<file path="src/rtl/bbcdr_pkg.sv">
package bbcdr_pkg;
  typedef enum logic [1:0] {
    VOTE_NONE  = 2'd0,
    VOTE_EARLY = 2'd1,
    VOTE_LATE  = 2'd2
  } vote_e;
endpackage

</file>
<file path="src/rtl/bbcdr_phase_detect.sv">
module bbcdr_phase_detect
  import bbcdr_pkg::*;
(
  input  logic  cur_bit,
  input  logic  prev_bit,
  input  logic  edge_s,
  output vote_e vote
);
  // A transition is needed for timing information; the boundary sample
  // siding with the old bit means the clock samples too early.
  always_comb begin
    if (cur_bit == prev_bit)    vote = VOTE_NONE;
    else if (edge_s == prev_bit) vote = VOTE_EARLY;
    else                         vote = VOTE_LATE;
  end
endmodule

</file>
<file path="src/rtl/bbcdr_vote_filter.sv">
module bbcdr_vote_filter
  import bbcdr_pkg::*;
#(
  parameter int THR_BITS = 4
) (
  input  logic                clk,
  input  logic                rst,
  input  logic                en,
  input  vote_e               vote,
  input  logic [THR_BITS-1:0] thresh,
  output logic                step_up,
  output logic                step_dn
);
  localparam int ACC_W = THR_BITS + 1;

  logic signed [ACC_W-1:0] acc, acc_nxt, thr_pos, thr_neg;
  logic [THR_BITS-1:0]     thr_eff;

  always_comb begin
    thr_eff = (thresh == '0) ? THR_BITS'(1) : thresh;
    thr_pos = $signed({1'b0, thr_eff});
    thr_neg = -thr_pos;
    acc_nxt = acc;
    if (en && vote == VOTE_EARLY) acc_nxt = acc + ACC_W'(1);
    if (en && vote == VOTE_LATE)  acc_nxt = acc - ACC_W'(1);
    step_up = en && (vote == VOTE_EARLY) && (acc_nxt >= thr_pos);
    step_dn = en && (vote == VOTE_LATE)  && (acc_nxt <= thr_neg);
  end

  always_ff @(posedge clk) begin
    if (rst)                     acc <= '0;
    else if (step_up || step_dn) acc <= '0;
    else                         acc <= acc_nxt;
  end
endmodule

</file>
<file path="src/rtl/bbcdr_phase_acc.sv">
module bbcdr_phase_acc #(
  parameter int PHASE_BITS = 8,
  parameter bit POLARITY   = 1'b0
) (
  input  logic                  clk,
  input  logic                  rst,
  input  logic [PHASE_BITS-1:0] init_phase,
  input  logic                  step_up,
  input  logic                  step_dn,
  output logic [PHASE_BITS-1:0] phase
);
  logic inc, dec;

  generate
    if (POLARITY) begin : g_inv
      assign inc = step_dn;
      assign dec = step_up;
    end else begin : g_dir
      assign inc = step_up;
      assign dec = step_dn;
    end
  endgenerate

  always_ff @(posedge clk) begin
    if (rst)      phase <= init_phase;
    else if (inc) phase <= phase + PHASE_BITS'(1);
    else if (dec) phase <= phase - PHASE_BITS'(1);
  end
endmodule

</file>
<file path="src/rtl/bbcdr_event_cnt.sv">
module bbcdr_event_cnt #(
  parameter int WIDTH = 16
) (
  input  logic             clk,
  input  logic             rst,
  input  logic             inc,
  output logic [WIDTH-1:0] count
);
  always_ff @(posedge clk) begin
    if (rst)      count <= '0;
    else if (inc) count <= count + WIDTH'(1);
  end
endmodule

</file>
<file path="src/rtl/bbcdr_loop.sv">
module bbcdr_loop
  import bbcdr_pkg::*;
#(
  parameter int PHASE_BITS = 8,
  parameter int THR_BITS   = 4,
  parameter int CNT_BITS   = 16,
  parameter bit POLARITY   = 1'b0
) (
  input  logic                  clk,
  input  logic                  rst,
  input  logic [PHASE_BITS-1:0] init_phase,
  input  logic [THR_BITS-1:0]   gain_thresh,
  input  logic                  in_valid,
  output logic                  in_ready,
  input  logic                  in_data,
  input  logic                  in_edge,
  output logic                  out_valid,
  input  logic                  out_ready,
  output logic                  out_bit,
  output logic [PHASE_BITS-1:0] phase_code,
  output logic [CNT_BITS-1:0]   early_count,
  output logic [CNT_BITS-1:0]   late_count
);
  logic  fire, hist, step_up, step_dn;
  vote_e vote;

  assign in_ready = !out_valid || out_ready;
  assign fire     = in_valid && in_ready;

  always_ff @(posedge clk) begin
    if (rst)       hist <= 1'b0;
    else if (fire) hist <= in_data;
  end

  always_ff @(posedge clk) begin
    if (rst) begin
      out_valid <= 1'b0;
      out_bit   <= 1'b0;
    end else if (fire) begin
      out_valid <= 1'b1;
      out_bit   <= in_data;
    end else if (out_ready) begin
      out_valid <= 1'b0;
    end
  end

  bbcdr_phase_detect u_pd (
    .cur_bit (in_data),
    .prev_bit(hist),
    .edge_s  (in_edge),
    .vote    (vote)
  );

  bbcdr_vote_filter #(.THR_BITS(THR_BITS)) u_filt (
    .clk    (clk),
    .rst    (rst),
    .en     (fire),
    .vote   (vote),
    .thresh (gain_thresh),
    .step_up(step_up),
    .step_dn(step_dn)
  );

  bbcdr_phase_acc #(.PHASE_BITS(PHASE_BITS), .POLARITY(POLARITY)) u_phase (
    .clk       (clk),
    .rst       (rst),
    .init_phase(init_phase),
    .step_up   (step_up),
    .step_dn   (step_dn),
    .phase     (phase_code)
  );

  bbcdr_event_cnt #(.WIDTH(CNT_BITS)) u_cnt_early (
    .clk  (clk),
    .rst  (rst),
    .inc  (fire && vote == VOTE_EARLY),
    .count(early_count)
  );

  bbcdr_event_cnt #(.WIDTH(CNT_BITS)) u_cnt_late (
    .clk  (clk),
    .rst  (rst),
    .inc  (fire && vote == VOTE_LATE),
    .count(late_count)
  );
endmodule

</file>
<file path="config.mk">
export PLATFORM = sky130hd
export DESIGN_NAME = bbcdr_loop
export DESIGN_NICKNAME = d
export VERILOG_FILES = /design/src/rtl/bbcdr_pkg.sv /design/src/rtl/bbcdr_phase_detect.sv /design/src/rtl/bbcdr_vote_filter.sv /design/src/rtl/bbcdr_phase_acc.sv /design/src/rtl/bbcdr_event_cnt.sv /design/src/rtl/bbcdr_loop.sv
export SDC_FILE = /design/constraint.sdc
export NUM_CORES = 1
export LEC_CHECK = 0
export BUFFER_PORTS_ARGS = -buffer_cell sky130_fd_sc_hd__buf_2
export CAP_MARGIN = 20
export CORE_ASPECT_RATIO = 1.25
export CORE_MARGIN = 5
export CORE_UTILIZATION = 54
export CTS_CLUSTER_SIZE = 25
export DETAILED_ROUTE_END_ITERATION = 12
export PLACE_DENSITY_LB_ADDON = 0.08
export SYNTH_ARGS = -nofsm -noshare
export SYNTH_HDL_FRONTEND = slang
export SYNTH_SLANG_ARGS = --single-unit
</file>
<file path="constraint.sdc">
create_clock -name clk -period 6.56 [get_ports clk]
set_input_delay 0.984 -clock clk [delete_from_list [all_inputs] [get_ports clk]]
set_output_delay 0.984 -clock clk [all_outputs]
set_load 0.05 [all_outputs]
</file>
==> run_results.csv <==
group,metric,value,unit
die,rows,29,
detailed_routing,ant_nets,0,
global_route,grt_pass1_vias,2198,
detailed_routing,routed_wl,5.72,mm
power,p_leak,1.41,nW
detailed_routing,wl_per_cell,13.4,um
die,start_util,0.549,
global_route,grt_pass1_wl,9.75,mm
power,power.density,204,mW/mm^2
detailed_routing,dr.pass1.iters,5,
critical_path,critPathMaxFanout,11,
synthesis,syn_inst,305,
placed_design,hpwl,4.26,mm
run_status,status,"finished, final reports clean",
synthesis,synth-main-ff-cell,"dfxtp_1",
sta,rsz0062_at_grt,"no",
sta,max_slew_margin,0.405,
critical_path,cp_data_required_time,6.58,ns
detailed_routing,vias_per_cell,5.44,
layout,drive_gt1_frac,0.219,
synthesis,yosysTopAreaCell,"dfxtp_1",
synthesis,async_reset_ff_frac,0,
clock_network,path_clk_slew,0.09,ns
synthesis,synth_cell_type_count,52,
global_route,grt.overflow.total,0,
sta,setup_tns,0,ns
die,ios,61,
critical_path,critPathKind,"in2reg",
sta,maxSlewViolCount,0,
hold_path,min_path_type,"reg2reg",
die,die_h,90.1,um
sta,period_share,0.793,
sta,max_clock_freq,192,MHz
sta,finalClockSkew,0.00438,ns
power,power,650,uW
synthesis,ys_top_cells_by_area,"dfxtp_1 28%, ha_1 9.0%, edfxtp_1 8.7%",
clock_network,numCtsBuffers,5,
clock_network,clock_latency,0.29,ns
critical_path,critPathArrivalTime,5.22,ns
synthesis,syn_area_per_cell,9.08,um^2
synthesis,synth_edf_count,8,
synthesis,synth_nets,344,
clock_network,cts_buffer_depth,2,
placed_design,gp_congestion,0.792,
layout,syn2layout_area_growth,15.2,%
critical_path,r2r_start,"out_bit",
detailed_routing,drt_iter0_drc,77,
die,die_w,74.1,um
global_route,grt_usage,0.180,
sta,worstMarginPinSlew,0.870,ns
die,dieArea,0.00667,mm^2
power,vdd_drop_max,0.000162,V
detailed_routing,drc,0,
synthesis,yosys_warnings,0,
clock_network,htreeDepth,2,
clock_network,cts_hold_buf,0,
synthesis,synth_seq_cells,47,
synthesis,yosysSeqAreaShare,0.369,
sta,setup_violations,0,
critical_path,startpoint,"in_data",
critical_path,critPathLaunchType,"input port",
clock_network,cts_resized,0,
hold_path,hp-start,"u_cnt_late.count[14]",
global_route,grt_start_max_net_pins,51,
detailed_routing,vias,2327,
die,core,0.00504,mm^2
clock_network,cts-root-buf,"clkbuf_8",
clock_network,cts_setup_buffers,0,
clock_network,cts_tree,"yes",
clock_network,clock-sinks,47,
synthesis,yosys.area.top_type_share,0.282,
run,drv_cap,0,
sta,period_minus_slack,5.20,ns
layout,diodes,0,
global_route,antenna_found_initial,0,
synthesis,synthesis.area,0.00277,mm^2
critical_path,cp-end-kind,"flop",
layout,layout.nets,404,
sta,hold_violations,0,
synthesis,synth_common_cells,"40 x nor2_1, 39 x dfxtp_1, 23 x nand2_1",
synthesis,yosys.cell_count.top_type,"nor2_1",
placed_design,portBuffers,60,
-- cell usage in the layout (no fill, tap or decap), types with 2 or more instances in the layout --
cell type and count:
o211a_1 2, dfxtp_1 39, o211ai_1 2, clkbuf_8 5
xnor2_1 18, mux2i_1 4, inv_1 16, o21a_1 2
buf_2 60, xor2_1 19, nor2_1 40, o21ai_0 15
and3_1 6, a21oi_1 12, nor2b_1 4, nor3_1 10
and4_1 3, nand4_1 6, or3_1 5, nand2_1 23
ha_1 20, o2111ai_1 2, or2_2 2, nand3_1 13
edfxtp_1 8
-- cells by family after synthesis --
| family | after synthesis | synth area share |
|---|---|---|
| flip-flops | 47 | 0.369 |
| AND/OR/NAND/NOR | 122 | 0.223 |
| XOR/XNOR | 38 | 0.126 |
| multiplexers | 6 | 0.0266 |
| adder cells (fa/ha/maj) | 21 | 0.0976 |
| AO/OA/AOI/OAI | 48 | 0.122 |
| buffers and inverters | 23 | 0.0366 |
-- per-stage QoR --
stage / setup slack [ns] / instance area [um^2] / std cells / hold WS (ns) / utilization
final: 1.36 / 3190 / 428 / 0.514 / 0.633
after global routing: 1.09 / 3190 / 428 / 0.560 / 0.633
after global placement: 1.35 / 3110 / 420 / 0.490 / 0.616
after CTS: 1.41 / 3190 / 428 / 0.514 / 0.633
after detailed placement: 1.09 / 3110 / 420 / 0.499 / 0.616
after floorplan: 1.51 / 2770 / 305 / 0.577 / -
-- final timing paths --
path	to	slack [ns]	cells past startpoint
max	u_phase.phase[6]	1.36	17
min	u_cnt_late.count[14]	0.51	2
max reg2reg	u_phase.phase[6]	1.65	16
min reg2reg	u_cnt_late.count[14]	0.51	2
-- routing by layer --
metal / GRT usage / part of all wire
met3: 0.0446 / 0.052
met2: 0.294 / 0.48
met4: 0.0634 / 0.011
met1: 0.227 / 0.46
met5: 0 / 0
-- registers in the layout, indices dropped and copies added (netlist names) --
register and cells:
u_cnt_late.count 16, u_filt.acc 5, out_valid 1, u_cnt_early.count 16
out_bit 1, u_phase.phase 8
-- report_power, final --
part           leakage [nW]  internal (mW)  switching, mW
logic                 0.976         0.0605         0.0991
clock network        0.0412         0.0747         0.0979
registers             0.395          0.307         0.0108
total                  1.41          0.443          0.208
-- critical path: stages --
cell and delay, ns:
buf_2 0.15, or3b_4 0.42, a211oi_4 0.46, nand2_1 0.11, o21ai_0 0.12, xor2_1 0.14, ha_1 0.23, a2111oi_0 0.74
nor4_2 0.16, mux2i_4 0.43, ha_1 0.37, a21o_1 0.19, a21oi_1 0.22, o21bai_1 0.09, a21oi_1 0.17, xor2_1 0.16
o21ai_0 0.08
-- final cells by class --
type / instances / area, um^2
clock inverter: 2 / 12.5
sequential: 47 / 1020
clock buffer: 6 / 72.6
inverter: 16 / 60.1
fill: 465 / 1850
multi-input combinational: 235 / 1650
tap: 62 / 77.6
timing repair buffer: 60 / 300
(Power assumes the default switching activity.)
